### src/rtl/tmr_pkg.sv
package tmr_pkg;

   localparam int unsigned BYTE_W = 8;
   localparam int unsigned W13_HI = 5;
   localparam int unsigned W13    = BYTE_W + W13_HI;
   localparam int unsigned NUM_CH = 2;

   typedef enum logic [1:0] {
      MD_W13    = 2'b00,
      MD_W16    = 2'b01,
      MD_RELOAD = 2'b10,
      MD_SPLIT  = 2'b11
   } tmr_mode_e;

   // register addresses
   localparam int unsigned A_MODE = 0;
   localparam int unsigned A_CTRL = 1;
   localparam int unsigned A_C0L  = 2;
   localparam int unsigned A_C0H  = 3;
   localparam int unsigned A_C1L  = 4;
   localparam int unsigned A_C1H  = 5;

   // control register bit positions (run bit of channel i at RUN0 + 2*i)
   localparam int unsigned CB_RUN0  = 4;
   localparam int unsigned CB_FLAG0 = 5;

endpackage

### src/rtl/tmr_sync.sv
module tmr_sync #(
   parameter int unsigned STAGES = 2
) (
   input  logic clk,
   input  logic rst_n,
   input  logic async_i,
   output logic level_o
);

   logic [STAGES-1:0] chain_q;

   generate
      if (STAGES == 1) begin : g_one
         always_ff @(posedge clk) begin
            if (!rst_n) chain_q <= '0;
            else        chain_q <= async_i;
         end
      end else begin : g_many
         always_ff @(posedge clk) begin
            if (!rst_n) chain_q <= '0;
            else        chain_q <= {chain_q[STAGES-2:0], async_i};
         end
      end
   endgenerate

   assign level_o = chain_q[STAGES-1];

endmodule

### src/rtl/tmr_edge_sampler.sv
module tmr_edge_sampler #(
   parameter int unsigned STAGES = 2
) (
   input  logic clk,
   input  logic rst_n,
   input  logic tick_en,
   input  logic async_i,
   output logic fall_o
);

   logic level;
   logic samp_q;
   logic prev_q;

   tmr_sync #(.STAGES(STAGES)) i_sync (
      .clk    (clk),
      .rst_n  (rst_n),
      .async_i(async_i),
      .level_o(level)
   );

   // one sample per machine cycle; a 1 followed by 0 is an event
   always_ff @(posedge clk) begin
      if (!rst_n) begin
         samp_q <= 1'b0;
         prev_q <= 1'b0;
      end else if (tick_en) begin
         samp_q <= level;
         prev_q <= samp_q;
      end
   end

   assign fall_o = prev_q & ~samp_q;

endmodule

### src/rtl/tmr_channel.sv
module tmr_channel
   import tmr_pkg::*;
#(
   parameter bit CAN_SPLIT = 1'b0
) (
   input  logic              clk,
   input  logic              rst_n,
   input  tmr_mode_e         mode_i,
   input  logic              step_i,
   input  logic              step_hi_i,
   input  logic              wr_lo_i,
   input  logic              wr_hi_i,
   input  logic [BYTE_W-1:0] wdata_i,
   output logic [BYTE_W-1:0] lo_o,
   output logic [BYTE_W-1:0] hi_o,
   output logic              wrap_o,
   output logic              wrap_hi_o
);

   logic [BYTE_W-1:0] lo_q, hi_q, lo_n, hi_n;
   logic [BYTE_W-1:0] split_lo, split_hi;
   logic              split_wrap_lo, split_wrap_hi;
   logic              wrap, wrap_hi;

   generate
      if (CAN_SPLIT) begin : g_split
         assign split_lo      = step_i    ? lo_q + 1'b1 : lo_q;
         assign split_hi      = step_hi_i ? hi_q + 1'b1 : hi_q;
         assign split_wrap_lo = step_i    & (&lo_q);
         assign split_wrap_hi = step_hi_i & (&hi_q);
      end else begin : g_frozen
         logic unused_step_hi;
         assign unused_step_hi = step_hi_i;
         assign split_lo       = lo_q;
         assign split_hi       = hi_q;
         assign split_wrap_lo  = 1'b0;
         assign split_wrap_hi  = 1'b0;
      end
   endgenerate

   always_comb begin
      lo_n    = lo_q;
      hi_n    = hi_q;
      wrap    = 1'b0;
      wrap_hi = 1'b0;
      unique case (mode_i)
         MD_W13: begin
            if (step_i) begin
               {hi_n[W13_HI-1:0], lo_n} = {hi_q[W13_HI-1:0], lo_q} + W13'(1);
               wrap = (&hi_q[W13_HI-1:0]) & (&lo_q);
            end
         end
         MD_W16: begin
            if (step_i) begin
               {hi_n, lo_n} = {hi_q, lo_q} + (2*BYTE_W)'(1);
               wrap = &{hi_q, lo_q};
            end
         end
         MD_RELOAD: begin
            if (step_i) begin
               if (&lo_q) begin
                  lo_n = hi_q;
                  wrap = 1'b1;
               end else begin
                  lo_n = lo_q + 1'b1;
               end
            end
         end
         MD_SPLIT: begin
            lo_n    = split_lo;
            hi_n    = split_hi;
            wrap    = split_wrap_lo;
            wrap_hi = split_wrap_hi;
         end
         default: ;
      endcase
      if (wr_lo_i) lo_n = wdata_i;
      if (wr_hi_i) hi_n = wdata_i;
   end

   always_ff @(posedge clk) begin
      if (!rst_n) begin
         lo_q <= '0;
         hi_q <= '0;
      end else begin
         lo_q <= lo_n;
         hi_q <= hi_n;
      end
   end

   assign lo_o      = lo_q;
   assign hi_o      = hi_q;
   assign wrap_o    = wrap;
   assign wrap_hi_o = wrap_hi;

endmodule

### src/rtl/dual_mode_timer.sv
module dual_mode_timer
   import tmr_pkg::*;
#(
   parameter int unsigned ADDR_W      = 3,
   parameter int unsigned SYNC_STAGES = 2
) (
   input  logic              clk,
   input  logic              rst_n,
   input  logic              tick_en,
   input  logic [1:0]        ext_evt_i,
   input  logic [1:0]        gate_i,
   input  logic              wr_en,
   input  logic [ADDR_W-1:0] wr_addr,
   input  logic [7:0]        wr_data,
   input  logic [ADDR_W-1:0] rd_addr,
   output logic [7:0]        rd_data,
   output logic [1:0]        ovf_o
);

   generate
      if (SYNC_STAGES < 2) begin : g_bad_sync
         $error("dual_mode_timer: SYNC_STAGES must be at least 2");
      end
      if (ADDR_W < 3) begin : g_bad_addr
         $error("dual_mode_timer: ADDR_W must be at least 3");
      end
   endgenerate

   logic [7:0]        mode_q;
   logic [NUM_CH-1:0] run_q, flag_q, ovf_q, hw_set;
   logic [NUM_CH-1:0] gate_lvl, ext_fall, step;
   logic [NUM_CH-1:0] wrap, wrap_hi;
   logic [7:0]        cnt_lo [NUM_CH];
   logic [7:0]        cnt_hi [NUM_CH];
   tmr_mode_e         ch_mode [NUM_CH];

   logic wr_mode, wr_ctrl;
   logic [3:0] unused_ctrl_lo;
   assign unused_ctrl_lo = wr_data[3:0];

   assign wr_mode = wr_en && (wr_addr == ADDR_W'(A_MODE));
   assign wr_ctrl = wr_en && (wr_addr == ADDR_W'(A_CTRL));

   logic split0;
   assign split0 = (ch_mode[0] == MD_SPLIT);

   genvar gi;
   generate
      for (gi = 0; gi < NUM_CH; gi++) begin : g_ch
         logic gate_bit, src_ext, gate_ok, src_ok;

         assign ch_mode[gi] = tmr_mode_e'(mode_q[4*gi +: 2]);
         assign src_ext     = mode_q[4*gi + 2];
         assign gate_bit    = mode_q[4*gi + 3];

         tmr_sync #(.STAGES(SYNC_STAGES)) i_gate_sync (
            .clk    (clk),
            .rst_n  (rst_n),
            .async_i(gate_i[gi]),
            .level_o(gate_lvl[gi])
         );

         tmr_edge_sampler #(.STAGES(SYNC_STAGES)) i_evt (
            .clk    (clk),
            .rst_n  (rst_n),
            .tick_en(tick_en),
            .async_i(ext_evt_i[gi]),
            .fall_o (ext_fall[gi])
         );

         assign gate_ok  = ~gate_bit | gate_lvl[gi];
         assign src_ok   = ~src_ext | ext_fall[gi];
         assign step[gi] = tick_en & run_q[gi] & gate_ok & src_ok;

         tmr_channel #(.CAN_SPLIT(gi == 0)) i_chan (
            .clk      (clk),
            .rst_n    (rst_n),
            .mode_i   (ch_mode[gi]),
            .step_i   (step[gi]),
            .step_hi_i((gi == 0) ? (tick_en & run_q[1]) : 1'b0),
            .wr_lo_i  (wr_en && (wr_addr == ADDR_W'(A_C0L + 2*gi))),
            .wr_hi_i  (wr_en && (wr_addr == ADDR_W'(A_C0H + 2*gi))),
            .wdata_i  (wr_data),
            .lo_o     (cnt_lo[gi]),
            .hi_o     (cnt_hi[gi]),
            .wrap_o   (wrap[gi]),
            .wrap_hi_o(wrap_hi[gi])
         );

         // flag: hardware set beats a same-cycle software write
         always_ff @(posedge clk) begin
            if (!rst_n) begin
               flag_q[gi] <= 1'b0;
               run_q[gi]  <= 1'b0;
            end else begin
               if (hw_set[gi])   flag_q[gi] <= 1'b1;
               else if (wr_ctrl) flag_q[gi] <= wr_data[CB_FLAG0 + 2*gi];
               if (wr_ctrl)      run_q[gi]  <= wr_data[CB_RUN0 + 2*gi];
            end
         end
      end
   endgenerate

   logic unused_wrap_hi1;
   assign unused_wrap_hi1 = wrap_hi[1];

   assign hw_set[0] = wrap[0];
   assign hw_set[1] = split0 ? wrap_hi[0] : wrap[1];

   always_ff @(posedge clk) begin
      if (!rst_n) begin
         mode_q <= '0;
         ovf_q  <= '0;
      end else begin
         if (wr_mode) mode_q <= wr_data;
         ovf_q <= hw_set;
      end
   end

   assign ovf_o = ovf_q;

   always_comb begin
      rd_data = '0;
      unique case (rd_addr)
         ADDR_W'(A_MODE): rd_data = mode_q;
         ADDR_W'(A_CTRL): rd_data = {flag_q[1], run_q[1], flag_q[0], run_q[0], 4'b0000};
         ADDR_W'(A_C0L):  rd_data = cnt_lo[0];
         ADDR_W'(A_C0H):  rd_data = cnt_hi[0];
         ADDR_W'(A_C1L):  rd_data = cnt_lo[1];
         ADDR_W'(A_C1H):  rd_data = cnt_hi[1];
         default:         rd_data = '0;
      endcase
   end

endmodule

### config.mk
export PLATFORM = sky130hd
export DESIGN_NAME = dual_mode_timer
export DESIGN_NICKNAME = d
export VERILOG_FILES = /design/src/rtl/tmr_pkg.sv /design/src/rtl/tmr_sync.sv /design/src/rtl/tmr_edge_sampler.sv /design/src/rtl/tmr_channel.sv /design/src/rtl/dual_mode_timer.sv
export SDC_FILE = /design/constraint.sdc
export NUM_CORES = 1
export LEC_CHECK = 0
export BUFFER_PORTS_ARGS = -buffer_cell sky130_fd_sc_hd__buf_4
export CORE_UTILIZATION = 40
export CTS_CLUSTER_SIZE = 28
export DETAILED_ROUTE_END_ITERATION = 8
export GPL_TIMING_DRIVEN = 0
export SLEW_MARGIN = 25
export SYNTH_ARGS = -nofsm -noshare
export SYNTH_HDL_FRONTEND = slang
export SYNTH_SLANG_ARGS = --single-unit
### constraint.sdc
create_clock -name clk -period 2.55 [get_ports clk]
set_clock_uncertainty 0.2 [all_clocks]
set_input_delay 0.255 -clock clk [delete_from_list [all_inputs] [get_ports clk]]
set_output_delay 0.255 -clock clk [all_outputs]
set_load 0.05 [all_outputs]
== Word level (Yosys, flattened, before mapping) ==
Index checks and enable logic that the tools add are counted.

* Bits in read-only memories: 0
* Bits in latches: 0
* Memories kept: 0
* Register bits: 58
* Bits in writable memories: 0
* Bits of input ports: 22

* $lt $le $gt $ge: 0
* Reduce and logical (&&, ||, !) cells: 30
* Bitwise logic cells: 22
* Add/sub/neg operators: 7
* $mul: 0
* Div/mod/pow operators: 0
* Equality and inequality tests: 29
* Muxes and demuxes: 40
* Shifts and indexed selects: 0

{| class="wikitable"
|+ Operators by type and width
! operator !! number
|-
| 8-bit two-way mux || 16
|-
| 8-bit one-hot mux with 6 select lines || 1
|-
| 3-bit by 1-bit != test with 1-bit output (second input constant) || 12
|-
| 16-bit by 1-bit adder with 16-bit output (second input constant) || 2
|-
| 8-bit one-hot mux with 4 select lines || 1
|-
| 16-bit AND reduction || 2
|-
| 13-bit by 1-bit adder with 13-bit output (second input constant) || 2
|-
| 8-bit by 1-bit adder with 8-bit output (second input constant) || 3
|-
| 8-bit one-hot mux with 3 select lines || 1
|-
| 8-bit AND reduction || 3
|-
| 5-bit one-hot mux with 3 select lines || 1
|-
| 1-bit two-way mux || 13
|-
| 1-bit AND || 12
|-
| 3-bit by 2-bit equality test with 1-bit output (second input constant) || 4
|-
| 3-bit equality test (second input constant) || 4
|-
| 4-bit AND reduction || 3
|-
| 5-bit two-way mux || 2
|-
| 5-bit one-hot mux with 2 select lines || 1
|-
| 5-bit AND reduction || 2
|-
| 2-bit equality test (second input constant) || 4
|-
| 1-bit one-hot mux with 4 select lines || 2
|-
| 2-bit nonzero test || 4
|-
| 3-bit by 1-bit equality test with 1-bit output (second input constant) || 2
|-
| 1-bit logical AND || 6
|-
| other kinds (12) || 25
|}

== Depth between registers and ports, before layout ==
* Depth in word-level cells: 8
* Gate-level depth with buffers: 7

== Modules after synthesis ==
A second synthesis with hierarchy kept.

* Cell total of the unflattened synthesis: 465
* Area, all modules: 3,878.7 µm²

{| class="wikitable"
|+ Modules (own cells, without submodules)
! module !! area each (µm²) !! times used !! cells each !! sequential area each (µm²)
|-
| tmr_channel at g_ch[1].i_chan || 1,262.5 || 1 || 165 || 320.3
|-
| tmr_channel at g_ch[0].i_chan || 1,222.4 || 1 || 153 || 320.3
|-
| dual_mode_timer || 1,026.0 || 1 || 117 || 280.3
|-
| tmr_sync || 52.6 || 4 || 4 || 40.0
|-
| tmr_edge_sampler || 78.8 || 2 || 7 || 40.0
|}

== Worst setup path after synthesis ==
OpenSTA, ideal clock, no wires.

* Path kind: input port to output port
* From: in rd_addr[1]
* To: out rd_data[3]
* Path buffers: 2
* Stages: 5
* Arrival: 2,217 ps
* Required time: 2,095 ps
* Setup slack: -122 ps
* Cell sequence: clkbuf_1 -> nor2b_1 -> clkbuf_1 -> a22oi_1 -> o21ai_0

* Word-level cells in the longest chain between the ends: 2
* Elaborated cells on any way between the ends: 7

{| class="wikitable"
|+ RTL lines
! what !! line !! source
|-
| start, declared || dual_mode_timer.sv:15 || <nowiki>input logic [ADDR_W-1:0] rd_addr,</nowiki>
|-
| 3-bit equality test, or another cell as far along || dual_mode_timer.sv:124 || <nowiki>unique case (rd_addr)</nowiki>
|-
| 8-bit one-hot mux with 6 select lines (*) || dual_mode_timer.sv:124 ||
|-
| end, declared || dual_mode_timer.sv:16 || <nowiki>output logic [7:0] rd_data,</nowiki>
|}

Mark *: on every way between the ends. The rest lies on a longest branch, timed or not.

== Worst setup path after layout ==
* From: in rd_addr[1]
* To: out rd_data[7]

The elaborated chain is that of the path after synthesis.

==> metrics.cfg <==
[run_status]
outcome=finished, final reports clean

[logic_synthesis]
yosysWarningCount=0
synth_nets=484
synth_area_um2=3628
yosysSeqAreaShare=0.3200
synth_top_flop_cell=dfxtp_1
synth_seq_cells=58
ys_types=61
synth_cells=454
syn_area_per_cell_um2=7.992
async_reset_ff_frac=0
synth_edf_count=0

[power]
power.leakage_uw=0.001533
powerDensity_nw_per_um2=568.5
p_sw_uw=618.2
clockPowerShare=0.485
power_uw=2438
power_frac_seq=0.402
peakVddDrop_mv=0.2978
combPwrFrac=0.112
intPower_uw=1820
p_sw_frac=0.2535

[critical_path]
path_buf_inv=3
path_class=primary input to output pin
crit_path_end_kind=output pin
cp.arrival_ns=1.88
slowest_stage=clkbuf_1
crit_required_ns=2.10
cpPeakStageDelay_ns=0.37
crit_family=buffers and inverters
cp-start-kind=primary input
path_max_fanout=10
cp_cell_sequence=clkbuf_1 > nor2b_1 > clkbuf_1 > a21oi_1 > a21oi_1 > buf_4

[cts]
clk-insertion-delay-late_ns=0.35
cts_tree=done
cts.sinks=58
cts_setup_buffers=0
clockBufferDepth=2
root_buffer=clkbuf_8
clkTransAtPathRegs_ns=0.08
cts_max_level=3
numCtsBuffers=9

[grt]
gr-usage-all-layers=0.2540
overflow=0
grt_pass1_vias=3448
grt_max_degree=12
grt_pass1_wl_um=18620
antenna_found_initial=0

[drt]
viasPerCell=6.025
wl_per_cell_um=19.43
finalWirelength_um=11850
firstDrtPassIters=5
antenna_left=0
via_count=3675
drc=0
first_iter_violations=311

[layout]
final_util=0.4894
drive_above_1_share=0.1375
nets=527
fillers=886
diodes=0
fin_cells=610
area_growth_pct=18.21

[die]
fp-row-count=34
dieArea_um2=9456
io_pins=32
die_x_um=97.24
chipHeight_um=97.24
fp.coreArea_um2=8763
start_util=0.4140

[timing]
min_period_over_period=0.9163
drv_slew=0
final-hold-violation-count=0
max_freq_mhz=428.0
worstMarginPinSlew_ns=0.7212
finalSetupTns_ns=0
rsz0062_at_grt=false
finalCriticalPeriod_ns=2.337
finalSetupViolCount=0
slew_headroom=0.5171

[place]
gp_congestion=0.9215
port_buffers=28
hpwl_um=8422
dpl.cell_count=590

[worst_hold_path]
hp-class=primary input to register

[run]
maxCapViolations=0

-- power groups by stage --
stage | logic [uW] | clock network (uW) | registers, uW
final | 274 | 1180 | 981
after global routing | 297 | 1230 | 985
after CTS | 271 | 1190 | 979
after detailed placement | 265 | 0 | 1000
after global placement | 261 | 0 | 999
after floorplan | 171 | 0 | 985
-- registers in the layout (all words and copies together) (netlist names) --
name                       count
g_ch.i_chan.lo_o              16
g_ch.i_evt.samp_q              2
g_ch.i_chan.hi_o              16
run_q                          2
g_ch.i_evt.i_sync.chain_q      4
flag_q                         2
g_ch.i_evt.prev_q              2
mode_q                         8
g_ch.i_gate_sync.chain_q       4
ovf_o                          2
-- Yosys cell counts, types with 3 or more instances --
cell type	instances	share of area
a211o_1	4	0.0097
a211oi_1	13	0.027
a21oi_1	36	0.050
a221oi_1	7	0.017
a22oi_1	5	0.010
a31oi_1	8	0.014
and2_1	12	0.021
and3_1	8	0.014
buf_2	3	0.0041
clkbuf_1	20	0.021
dfxtp_1	58	0.32
ha_1	8	0.028
inv_1	14	0.014
mux2i_1	20	0.055
nand2_1	42	0.043
nand3_1	17	0.023
nand3b_1	3	0.0062
nand4_1	15	0.026
nor2_1	36	0.037
nor2b_1	7	0.012
nor3_1	7	0.0097
nor3b_1	4	0.0083
o21ai_0	38	0.052
or3_1	3	0.0052
xnor2_1	8	0.019
xor2_1	11	0.027
-- final timing paths --
path                             startpoint                              to  slack [ns]  cells after the start
max                              rd_addr[1]                      rd_data[7]        0.21                      6
min                              wr_data[5]                       mode_q[5]        0.01                      3
max reg2reg          g_ch[0].i_chan.lo_o[0]          g_ch[0].i_chan.lo_o[1]        0.26                      6
min reg2reg  g_ch[1].i_gate_sync.chain_q[0]  g_ch[1].i_gate_sync.chain_q[1]        0.23                      1
-- layout by cell type (no fill, tap or decap), types with 3 or more instances in the layout --
cell           Yosys  routed
bufinv_16          0       4
nor3_1             7       7
clkbuf_1          20      20
xor2_1            11      11
nand3_1           17      17
mux2i_1           20      20
nand2_1           42      42
clkbuf_8           0      10
and2_1            12      12
a22oi_1            5       5
inv_1             14      14
nor3b_1            4       4
nor2b_1            7       7
a211oi_1          13      13
xnor2_1            8       8
ha_1               8       8
a21oi_1           36      36
a31oi_1            8       8
dlygate4sd3_1      0       4
buf_4              1      29
buf_2              3       3
o21ai_0           38      36
nand4_1           15      15
a211o_1            4       4
nand3b_1           3       3
dfxtp_1           58      58
o21ai_1            1       3
and3_1             8       8
or3_1              3       3
a221oi_1           7       7
nor2_1            36      36
-- through the flow --
| step | hold WS, ns | setup WS (ns) | cell area, um^2 |
|---|---|---|---|
| 6_report | 0.01028 | 0.2135 | 4289 |
| 5_1_grt | 0.01344 | 0.09846 | 4289 |
| 4_1_cts | 0.0008484 | 0.2876 | 4289 |
| 3_5_place_dp | 0.2193 | 0.2899 | 3974 |
| 3_3_place_gp | 0.2176 | 0.2930 | 3974 |
| 2_1_floorplan | 0.1823 | 0.1091 | 3628 |
-- tightest hold or removal path, delay by kind of cell --
kind | cells | cell delay (ns)
simple gates | 1 | 0.06
buf+inv | 1 | 0.14
compound gates | 1 | 0.05
-- metal layers --
metal,GRT usage,vias to the layer above,share of wire
li1,-,1758,-
met3,0.04748,23,0.077
met5,0,-,0
met1,0.3436,1720,0.45
met2,0.4003,174,0.44
met4,0.09842,0,0.028
-- layout make-up --
type	instances	area [um^2]	share of cell area
Multi-Input combinational cell	355	2290	0.5338
Inverter	14	52.55	0.01225
Tap cell	108	135.1	0.03151
Clock inverter	6	137.6	0.03209
Timing Repair Buffer	32	250.2	0.05834
Clock buffer	10	137.6	0.03209
Buffer	27	125.1	0.02917
Sequential cell	58	1161	0.2707
-- cells by family after synthesis --
logic type,count (synthesis),synth area share
adder cells (fa/ha/maj),8,0.02759
flip-flops,58,0.3200
multiplexers,21,0.05828
AO/OA/AOI/OAI,137,0.2514
XOR/XNOR,19,0.04586
AND/OR/NAND/NOR,170,0.2479
buffers and inverters,41,0.04896
-- repair_timing --
action	in CTS	in global routing
gates resized for setup	0	0
hold endpoints to repair	4	0
hold buffers	4	0
No activity file was read; power rests on OpenSTA's default activity.
